**config.mk**
```make
export PLATFORM = sky130hd
export DESIGN_NAME = retire_slot_queue
export DESIGN_NICKNAME = d
export VERILOG_FILES = /design/src/rtl/rq_pkg.sv /design/src/rtl/rq_slot_store.sv /design/src/rtl/rq_pointers.sv /design/src/rtl/rq_retire_walk.sv /design/src/rtl/retire_slot_queue.sv
export SDC_FILE = /design/constraint.sdc
export NUM_CORES = 1
export LEC_CHECK = 0
export ABC_CLOCK_PERIOD_IN_PS = 17750
export BUFFER_PORTS_ARGS = -buffer_cell sky130_fd_sc_hd__buf_2
export CAP_MARGIN = 0
export CELL_PAD_IN_SITES_DETAIL_PLACEMENT = 1
export CELL_PAD_IN_SITES_GLOBAL_PLACEMENT = 2
export CORE_AREA = 10 10 283 285
export DETAILED_ROUTE_END_ITERATION = 6
export DIE_AREA = 0 0 293 295
export PLACE_DENSITY = 0.69
export SYNTH_ARGS = -nofsm -noshare
export SYNTH_HDL_FRONTEND = slang
export SYNTH_HIERARCHICAL = 1
export SYNTH_SLANG_ARGS = --single-unit
```
**constraint.sdc**
```tcl
create_clock -name clk -period 17.75 [get_ports clk]
set_input_delay 5.325 -clock clk [delete_from_list [all_inputs] [get_ports clk]]
set_output_delay 5.325 -clock clk [all_outputs]
set_load 0.01 [all_outputs]
```
**src/rtl/rq_pkg.sv**
```systemverilog
// Package: shared helpers for the retire slot queue.
// Assumes depth is nonzero.
package rq_pkg;

    // Slot count booked for a given micro-op count: at least 1, at most depth.
    function automatic int unsigned slot_need(input int unsigned uops, input int unsigned depth);
        if (uops == 0)
            return 1;
        else if (uops > depth)
            return depth;
        else
            return uops;
    endfunction

endpackage

```
**src/rtl/rq_slot_store.sv**
```systemverilog
// Module: per-slot entry storage.
// Every slot holds a live flag, a done flag, an instruction ID and a slot count.
// Only the first slot of a run is marked live.
// Assumes that an allocation and a release never address the same slot in one cycle.
module rq_slot_store #(
    parameter int DEPTH = 16,
    parameter int ID_W  = 8,
    parameter int CNT_W = 5,
    parameter int IDX_W = 4
) (
    input  logic                   clk,
    input  logic                   rst_n,
    input  logic                   alloc_en,
    input  logic [IDX_W-1:0]       alloc_idx,
    input  logic [ID_W-1:0]        alloc_id,
    input  logic [CNT_W-1:0]       alloc_cnt,
    input  logic                   mark_en,
    input  logic [IDX_W-1:0]       mark_idx,
    input  logic [DEPTH-1:0]       release_mask,
    output logic [DEPTH-1:0]       live_o,
    output logic [DEPTH-1:0]       done_o,
    output logic [DEPTH*ID_W-1:0]  id_o,
    output logic [DEPTH*CNT_W-1:0] cnt_o
);
    for (genvar s = 0; s < DEPTH; s++) begin : g_slot
        // Update one slot: allocation first, then release, then the execute mark.
        always_ff @(posedge clk) begin
            if (!rst_n) begin
                live_o[s]                 <= 1'b0;
                done_o[s]                 <= 1'b0;
                id_o[s*ID_W +: ID_W]      <= '0;
                cnt_o[s*CNT_W +: CNT_W]   <= '0;
            end else if (alloc_en && alloc_idx == IDX_W'(s)) begin
                live_o[s]                 <= 1'b1;
                done_o[s]                 <= 1'b0;
                id_o[s*ID_W +: ID_W]      <= alloc_id;
                cnt_o[s*CNT_W +: CNT_W]   <= alloc_cnt;
            end else if (release_mask[s]) begin
                live_o[s]                 <= 1'b0;
                done_o[s]                 <= 1'b0;
            end else if (mark_en && mark_idx == IDX_W'(s)) begin
                done_o[s]                 <= 1'b1;
            end
        end
    end
endmodule

```
**src/rtl/rq_pointers.sv**
```systemverilog
// Module: head pointer, tail pointer and free-slot counter.
// Assumes that alloc_cnt never exceeds free_o and that ret_cnt never exceeds the used slots.
module rq_pointers #(
    parameter int DEPTH = 16,
    parameter int CNT_W = 5,
    parameter int IDX_W = 4
) (
    input  logic             clk,
    input  logic             rst_n,
    input  logic             alloc_en,
    input  logic [CNT_W-1:0] alloc_cnt,
    input  logic [CNT_W-1:0] ret_cnt,
    output logic [IDX_W-1:0] head_o,
    output logic [IDX_W-1:0] tail_o,
    output logic [CNT_W-1:0] free_o
);
    localparam int SUM_W = IDX_W + 2;

    logic [SUM_W-1:0] head_sum, tail_sum;
    logic [CNT_W-1:0] alloc_eff;

    // Next head and tail positions, wrapped modulo DEPTH.
    always_comb begin
        alloc_eff = alloc_en ? alloc_cnt : '0;
        head_sum  = {2'b00, head_o} + SUM_W'(ret_cnt);
        if (head_sum >= SUM_W'(DEPTH)) head_sum = head_sum - SUM_W'(DEPTH);
        tail_sum  = {2'b00, tail_o} + SUM_W'(alloc_eff);
        if (tail_sum >= SUM_W'(DEPTH)) tail_sum = tail_sum - SUM_W'(DEPTH);
    end

    // Register the pointers and the net free count.
    always_ff @(posedge clk) begin
        if (!rst_n) begin
            head_o <= '0;
            tail_o <= '0;
            free_o <= CNT_W'(DEPTH);
        end else begin
            head_o <= head_sum[IDX_W-1:0];
            tail_o <= tail_sum[IDX_W-1:0];
            free_o <= free_o + ret_cnt - alloc_eff;
        end
    end
endmodule

```
**src/rtl/rq_retire_walk.sv**
```systemverilog
// Module: combinational in-order retirement walk.
// Starting at the head, it follows the runs of slots and stops at the first unexecuted entry,
// at the lane limit, or when every used slot has been consumed.
// Assumes that the head always points at a live entry whenever used is nonzero.
module rq_retire_walk #(
    parameter int DEPTH = 16,
    parameter int ID_W  = 8,
    parameter int CNT_W = 5,
    parameter int IDX_W = 4,
    parameter int LANES = 4
) (
    input  logic [IDX_W-1:0]       head,
    input  logic [CNT_W-1:0]       used,
    input  logic [DEPTH-1:0]       live,
    input  logic [DEPTH-1:0]       done,
    input  logic [DEPTH*ID_W-1:0]  ids,
    input  logic [DEPTH*CNT_W-1:0] cnts,
    output logic [LANES-1:0]       lane_valid,
    output logic [LANES*ID_W-1:0]  lane_id,
    output logic [CNT_W-1:0]       slots_freed,
    output logic [DEPTH-1:0]       release_mask
);
    localparam int SUM_W = IDX_W + 2;

    logic [IDX_W-1:0] pos;
    logic [CNT_W-1:0] consumed;
    logic [CNT_W-1:0] c;
    logic [SUM_W-1:0] nxt;
    logic             go;

    // Walk the lanes from oldest to youngest.
    always_comb begin
        pos          = head;
        consumed     = '0;
        go           = 1'b1;
        lane_valid   = '0;
        lane_id      = '0;
        release_mask = '0;
        c            = '0;
        nxt          = '0;
        for (int k = 0; k < LANES; k++) begin
            c = cnts[pos*CNT_W +: CNT_W];
            if (go && consumed < used && live[pos] && done[pos]) begin
                lane_valid[k]             = 1'b1;
                lane_id[k*ID_W +: ID_W]   = ids[pos*ID_W +: ID_W];
                release_mask[pos]         = 1'b1;
                consumed                  = consumed + c;
                nxt                       = {2'b00, pos} + SUM_W'(c);
                if (nxt >= SUM_W'(DEPTH)) nxt = nxt - SUM_W'(DEPTH);
                pos                       = nxt[IDX_W-1:0];
            end else begin
                go = 1'b0;
            end
        end
        slots_freed = consumed;
    end
endmodule

```
**src/rtl/retire_slot_queue.sv**
```systemverilog
// Module: top level of the in-order retire slot queue.
// Reserves contiguous slot runs, accepts out-of-order execute marks and retires in order.
// Assumes DEPTH >= 2 and a UOP_W of at most 31 bits.
module retire_slot_queue #(
    parameter int DEPTH      = 16,
    parameter int ID_W       = 8,
    parameter int UOP_W      = 5,
    parameter int RETIRE_MAX = 4,
    localparam int IDX_W     = (DEPTH > 1) ? $clog2(DEPTH) : 1,
    localparam int CNT_W     = $clog2(DEPTH + 1),
    localparam int LANES     = (RETIRE_MAX == 0 || RETIRE_MAX > DEPTH) ? DEPTH : RETIRE_MAX
) (
    input  logic                  clk,
    input  logic                  rst_n,
    input  logic                  rsv_valid,
    input  logic [ID_W-1:0]       rsv_id,
    input  logic [UOP_W-1:0]      rsv_uops,
    output logic                  rsv_ready,
    output logic [IDX_W-1:0]      rsv_token,
    input  logic                  exe_valid,
    input  logic [IDX_W:0]        exe_token,
    output logic [LANES-1:0]      ret_valid,
    output logic [LANES*ID_W-1:0] ret_id,
    output logic [CNT_W-1:0]      free_slots,
    output logic                  err_rsv,
    output logic                  err_exe
);
    logic [CNT_W-1:0]       need_cnt;
    logic                   accept;
    logic                   exe_ok;
    logic [IDX_W-1:0]       exe_idx;
    logic [IDX_W-1:0]       head;
    logic [CNT_W-1:0]       freed;
    logic [DEPTH-1:0]       release_mask;
    logic [DEPTH-1:0]       live, done;
    logic [DEPTH*ID_W-1:0]  ids;
    logic [DEPTH*CNT_W-1:0] cnts;

    // Normalise the request, decide acceptance and qualify the execute report.
    always_comb begin
        need_cnt  = CNT_W'(rq_pkg::slot_need(32'(rsv_uops), DEPTH));
        rsv_ready = free_slots >= need_cnt;
        accept    = rsv_valid && rsv_ready;
        exe_idx   = exe_token[IDX_W-1:0];
        exe_ok    = exe_valid && (exe_token < (IDX_W+1)'(DEPTH))
                    && live[exe_idx] && !done[exe_idx];
    end

    rq_pointers #(.DEPTH(DEPTH), .CNT_W(CNT_W), .IDX_W(IDX_W)) ptr_i (
        .clk(clk), .rst_n(rst_n), .alloc_en(accept), .alloc_cnt(need_cnt),
        .ret_cnt(freed), .head_o(head), .tail_o(rsv_token), .free_o(free_slots)
    );

    rq_slot_store #(.DEPTH(DEPTH), .ID_W(ID_W), .CNT_W(CNT_W), .IDX_W(IDX_W)) store_i (
        .clk(clk), .rst_n(rst_n), .alloc_en(accept), .alloc_idx(rsv_token),
        .alloc_id(rsv_id), .alloc_cnt(need_cnt), .mark_en(exe_ok), .mark_idx(exe_idx),
        .release_mask(release_mask), .live_o(live), .done_o(done), .id_o(ids), .cnt_o(cnts)
    );

    rq_retire_walk #(.DEPTH(DEPTH), .ID_W(ID_W), .CNT_W(CNT_W), .IDX_W(IDX_W), .LANES(LANES)) walk_i (
        .head(head), .used(CNT_W'(DEPTH) - free_slots), .live(live), .done(done),
        .ids(ids), .cnts(cnts), .lane_valid(ret_valid), .lane_id(ret_id),
        .slots_freed(freed), .release_mask(release_mask)
    );

    // One-cycle error pulses for refused requests and bad execute reports.
    always_ff @(posedge clk) begin
        if (!rst_n) begin
            err_rsv <= 1'b0;
            err_exe <= 1'b0;
        end else begin
            err_rsv <= rsv_valid && !rsv_ready;
            err_exe <= exe_valid && !exe_ok;
        end
    end
endmodule

```
==> results_dict.tcl, run 1 <==
set metrics [dict create \
    critPathKind "reg -> out" \
    clock_skew_ns 0.0222 \
    antenna_found_initial 0 \
    fp.dieH_um 295 \
    vias 19041 \
    grt_pass1_vias 19585 \
    dieArea_sq_mm 0.0864 \
    power_switching_w 0.000497 \
    clkTransAtPathRegs_ns 0.06 \
    drtIter0Drc 1710 \
    cp_top_family "compound AO/OA/AOI/OAI gates" \
    ant_nets 0 \
    hold-worst-slack_ns 0.493 \
    setup_violations 0 \
    min_path_type "reg -> reg" \
    finalSetupTns_ns 0 \
    ys_warn_count 6 \
    ys_async_sr_fraction_pct 0 \
    rsz0062_at_grt "no" \
    area_growth_pct 10.9 \
    gp_congestion 0.903 \
    cp-start-kind "register" \
    rows 100 \
    cp_num_buf_inv 8 \
    synth-edff-count 0 \
    finalHoldViolations 0 \
    synthCells 2285 \
    cts_buffers 31 \
    avgSynthCellArea_sq_um 9.02 \
    total_power_w 0.00161 \
    pin_count 70 \
    netlist_top_cells_count "nand2_1, dfxtp_1, mux2i_1, mux4_2, clkbuf_1" \
    yosysMostFrequentCell "nand2_1" \
    ir_worst_vdd_mv 0.0633 \
    crit_fanout 58 \
    yosysUniqueCellTypes 94 \
    fillers 8538 \
    maxSlewHeadroom_pct 12.0 \
    grt_use_total_pct 20.2 \
    status "finished, final reports clean" \
    ctsResizeCount 0 \
    cts.sinks 255 \
    dp_cells 3184 \
    yosys_register_bits 255 \
    drive_gt1_share_pct 17.9 \
    maxCapViolations 0 \
    finalCriticalPeriod_ns 17.04 \
    cts_setup_buffers 0 \
    place_ws_ns 1.51 \
    cts-htree-levels 1 \
    p_seq_share_pct 38.1 \
    synthTopCellsByArea "dfxtp_1, mux4_2, mux2i_1" \
    slowest_delay_ns 0.82 \
    hpwl_mm 60.5 \
    grt_pass1_wl_mm 134 \
    worst_pin_slew_ns 1.31 \
    die_w_um 293 \
    stdcell_count 3242 \
    cts_root_buffer "clkbuf_16" \
    powerDensity_mw_per_mm2 70.3 \
    grt_start_max_net_pins 102 \
    synth_top_area_share_pct 24.8 \
    synth_fp_nets 2365 \
    remaining_drc_errors 0 \
    antenna_cells 0 \
    port_buffers 69 \
    crit_arrival_ns 11.71 \
    combPwrFrac_pct 19.4 \
    drt_wl_total_mm 89.9 \
    dr.pass1.iters 5 \
    crit_slowest_cell "fa_1" \
    pwr-share-clk_pct 42.5 \
    synth_top_flop_cell "dfxtp_1" \
    vias_per_cell 5.87 \
    seq_area_frac_synth_pct 24.8 \
    switching_share_pct 31.0 \
    cts_tree "built" \
    max_clock_freq_ghz 0.0587 \
    post-route-worst-setup-slack_ns 0.712 \
    synth_top_area_cell "dfxtp_1" \
    clock_latency_ns 0.62 \
    core_area_sq_mm 0.0742 \
    cts_buffer_depth 3 \
    finalCritPeriodShare_pct 96.0 \
    cts_hold_buf 0 \
    wl_per_cell_um 27.7 \
    worst_setup_path_end_kind "primary output" \
    final_nets 2328 \
    grt_overflow_total 0 \
    start_util_pct 27.8 \
    p_leak_nw 8.31 \
    cp.required_ns 12.42 \
    syn-cell-area_sq_mm 0.0206 \
    intPower_w 0.00111 \
    slew_violations 0 \
]
[sequential cells by signal (all words and copies together) (netlist names)]
signal and count:
store_i/id_o 128, store_i/cnt_o 80, store_i/done_o 16, store_i/live_o 16, ptr_i/free_o 5, ptr_i/head_o 4
ptr_i/tail_o 4, err_exe 1, err_rsv 1
[final timing paths]
| path | from | to | slack [ns] | cells after the start |
|---|---|---|---|---|
| worst max-delay path | ptr_i/head_o[0] | ret_id[26] | 0.71 | 34 |
| worst min-delay path | store_i/cnt_o[38] | store_i/cnt_o[38] | 0.49 | 2 |
| worst max register to register | ptr_i/head_o[0] | ptr_i/free_o[4] | 3.54 | 40 |
| worst min register to register | store_i/cnt_o[38] | store_i/cnt_o[38] | 0.49 | 2 |
[logic make-up after synthesis]
logic type      share of synthesized area, %
flops                                   24.8
buf+inv                                 5.49
xor+xnor                                1.72
compound gates                          14.1
simple gates                            19.4
mux                                     30.6
fa+ha+maj                               3.95
[layout by cell type, fill, tap and decap left out, types with 51 or more instances in the layout]
master,n
and2_1,81
mux4_2,159
buf_4,54
a21oi_1,63
inv_1,62
a31oi_1,66
nor2_1,51
dfxtp_1,252
buf_2,68
nand2_1,507
a211oi_1,68
mux2i_1,251
[metrics by stage]
step	util (%)	cell area (sq um)
CTS	30.8	22900
global placement	29.4	21800
floorplan	-	20600
detailed placement	29.4	21800
finish	30.8	22900
global route	30.8	22900
[per-layer routing]
metal | up-vias | GRT usage [%] | wire length, um
met5 | - | 0 | 0
met2 | 742 | 33.4 | 41800
met3 | 160 | 3.00 | 5610
met1 | 9797 | 26.4 | 38800
li1 | 8342 | - | -
met4 | 0 | 7.48 | 3720
[final cells by class]
cell class | count | area, sq um | area share [%]
timing repair buffer | 124 | 779 | 3.41
clock buffer | 42 | 887 | 3.88
sequential | 255 | 5110 | 22.4
inverter | 68 | 259 | 1.13
multi-input combinational | 1768 | 14400 | 63.1
clock inverter | 16 | 185 | 0.810
tap | 969 | 1210 | 5.30
[worst min-delay path, stage by stage (launching register included)]
cell and delay, ns:
dfxtp_1 0.32, nand2_1 0.06, mux2i_1 0.06
[power groups by stage]
stage	Sequential [W]	Clock, W	Combinational [W]
after floorplan	0.000618	0	0.000216
after global placement	0.000625	0	0.000300
after detailed placement	0.000626	0	0.000308
after CTS	0.000613	0.000696	0.000311
after global routing	0.000616	0.000718	0.000340
final	0.000613	0.000682	0.000312
Power figures use the tool's default switching activity.
==> inputs of run 2 (changes only) <==
--- a/config.mk
+++ b/config.mk
@@ -10,9 +10,9 @@
 export CAP_MARGIN = 0
 export CELL_PAD_IN_SITES_DETAIL_PLACEMENT = 1
 export CELL_PAD_IN_SITES_GLOBAL_PLACEMENT = 2
-export CORE_AREA = 10 10 283 285
+export CORE_AREA = 3 3 276 278
 export DETAILED_ROUTE_END_ITERATION = 6
-export DIE_AREA = 0 0 293 295
+export DIE_AREA = 0 0 279 281
 export PLACE_DENSITY = 0.69
 export SYNTH_ARGS = -nofsm -noshare
 export SYNTH_HDL_FRONTEND = slang
==> run 2 against run 1 <==
First-iteration DRC count is 12% lower; highest routed layer is now met5; count of clock-buffer cells in the layout is 6 higher; worst hold slack worse by 0.0092 ns; non-clock buffer count is 3 lower; core utilization is 0.086 points lower; design area is 0.28% lower; via count is 0.28% higher; sequential power hardly changed; clock power is 5.3% lower.
==> results_dict.tcl, run 2 (synthesis gave the netlist of run 1 again) <==
set metrics [dict create \
    status "finished, final reports clean" \
    finalSetupTns_ns 0 \
    finalCriticalPeriod_ns 16.97 \
    final_common_cell "nand2_1" \
    fin_area_sq_mm 0.0228 \
    placed_area_sq_mm 0.0218 \
    cts_buffer_depth 3 \
    drt_wl_total_mm 88.9 \
    slowest_delay_ns 0.91 \
    critPathKind "reg -> out" \
    wl_per_cell_um 27.5 \
    crit_slowest_cell "a2111oi_0" \
    finalHoldViolations 0 \
    cts_tree "built" \
    dieArea_sq_mm 0.0784 \
    hold-worst-slack_ns 0.484 \
    drive_gt1_share_pct 17.6 \
    post-route-worst-setup-slack_ns 0.785 \
    fillers 8614 \
    maxCapViolations 0 \
    grt_pass1_wl_mm 132 \
    cp-start-kind "register" \
    grt_use_total_pct 22.1 \
    ir_worst_vdd_mv 0.0728 \
    fp.dieH_um 281 \
    clock_latency_ns 0.61 \
    largest_reg_flops 128 \
    mostFrequentLayoutCells "nand2_1, dfxtp_1, mux2i_1, mux4_2, and2_1" \
    crit_fanout 59 \
    remaining_drc_errors 0 \
    grt_overflow_total 0 \
    use_met3_pct 3.23 \
    reg_top3 "store_i/id_o (128), store_i/cnt_o (80)" \
    gp_congestion 0.904 \
    area_growth_pct 10.6 \
    cts_buffers 31 \
    ant_nets 0 \
    vias_per_cell 5.90 \
    setup_violations 0 \
    vias 19095 \
    worst_setup_path_end_kind "primary output" \
    grt_start_max_net_pins 79 \
    cts_root_buffer "clkbuf_16" \
    p_leak_nw 8.27 \
    drtIter0Drc 1513 \
    antenna_found_initial 4 \
    port_buffers 69 \
    slew_violations 0 \
    rows 100 \
    crit_arrival_ns 11.64 \
    max_clock_freq_ghz 0.0589 \
    r2r_setup_slack_ns 3.81 \
    clkTransAtPathRegs_ns 0.06 \
    antenna_cells 0 \
    finalCritPeriodShare_pct 95.6 \
    globalRouteMet2Util_pct 36.4 \
    powerDensity_mw_per_mm2 69.0 \
    grt_pass1_vias 19609 \
    cp.required_ns 12.42 \
    place_ws_ns 1.32 \
    final_nets 2325 \
    min_path_type "reg -> reg" \
    cts-htree-levels 1 \
    busiest_layer "met2" \
    start_util_pct 27.8 \
    pin_count 70 \
    hpwl_mm 60.1 \
    r2r_cells 37 \
    regMostFlops "store_i/id_o" \
    min_path_cells 2 \
    clock_skew_ns 0.00917 \
    endpoint "ret_id[25]" \
    r2r_end "ptr_i/free_o[4]" \
    die_w_um 279 \
    core_area_sq_mm 0.0742 \
    worst_pin_slew_ns 1.19 \
    met1_usage_pct 29.1 \
    worstReg2RegStart "ptr_i/head_o[1]" \
    cts.sinks 255 \
    maxSlewHeadroom_pct 20.3 \
    rsz0062_at_grt "no" \
    dr.pass1.iters 7 \
    startpoint "ptr_i/head_o[1]" \
    hold_start "store_i/cnt_o[38]" \
    cts_hold_buf 0 \
]
[run 2: layer usage]
metal / vias to the layer above / part of all wire [%]
met2: 789 / 46
li1: 8339 / -
met4: 2 / 5.0
met1: 9748 / 42
met3: 217 / 6.6
met5: - / 0.017
[run 2: layout make-up]
| class | count | area, sq um | area share [%] |
|---|---|---|---|
| Clock buffer | 48 | 930 | 4.08 |
| Clock inverter | 7 | 83.8 | 0.368 |
| Inverter | 68 | 258 | 1.13 |
| Multi-Input combinational cell | 1768 | 14400 | 63.4 |
| Sequential cell | 255 | 5110 | 22.4 |
| Tap cell | 969 | 1210 | 5.32 |
| Timing Repair Buffer | 121 | 757 | 3.32 |
[run 2: how the worst min path moves through the flow]
stage,to,slack (ns)
after global placement,store_i/cnt_o[38],0.46
after detailed placement,store_i/cnt_o[38],0.47
after CTS,store_i/cnt_o[38],0.49
after global routing,store_i/cnt_o[38],0.53
after floorplan,store_i/cnt_o[38],0.44
final,store_i/cnt_o[38],0.48
[run 2: through the flow]
stage	std cells	total power (W)	util, %
after floorplan	2285	0.000834	-
after global placement	3180	0.000927	29.3
after detailed placement	3180	0.000936	29.3
after CTS	3235	0.00159	30.7
after global routing	3236	0.00164	30.7
final	3236	0.00157	30.7
[run 2: power breakdown]
part,switching (W),internal (W)
registers,0.0000278,0.000588
clock network,0.000272,0.000373
logic,0.000185,0.000128
[run 2: timing repair]
action | 4_1_cts | 5_1_grt
resized for setup | 0 | 1
setup buffers | 0 | 1
endpoints found under the setup margin | 0 | 9
[run 2: worst max-delay path, delay by kind of cell, from the launching register on]
| family | cells | cell delay [ns] |
|---|---|---|
| muxes | 4 | 2.01 |
| AOI/OAI and AO/OA | 9 | 2.59 |
| and+or+nand+nor | 8 | 1.64 |
| adders and majority gates | 4 | 1.61 |
| xor gates and xnor gates | 2 | 0.41 |
| DFF | 1 | 0.87 |
| buffers and inverters | 6 | 1.73 |
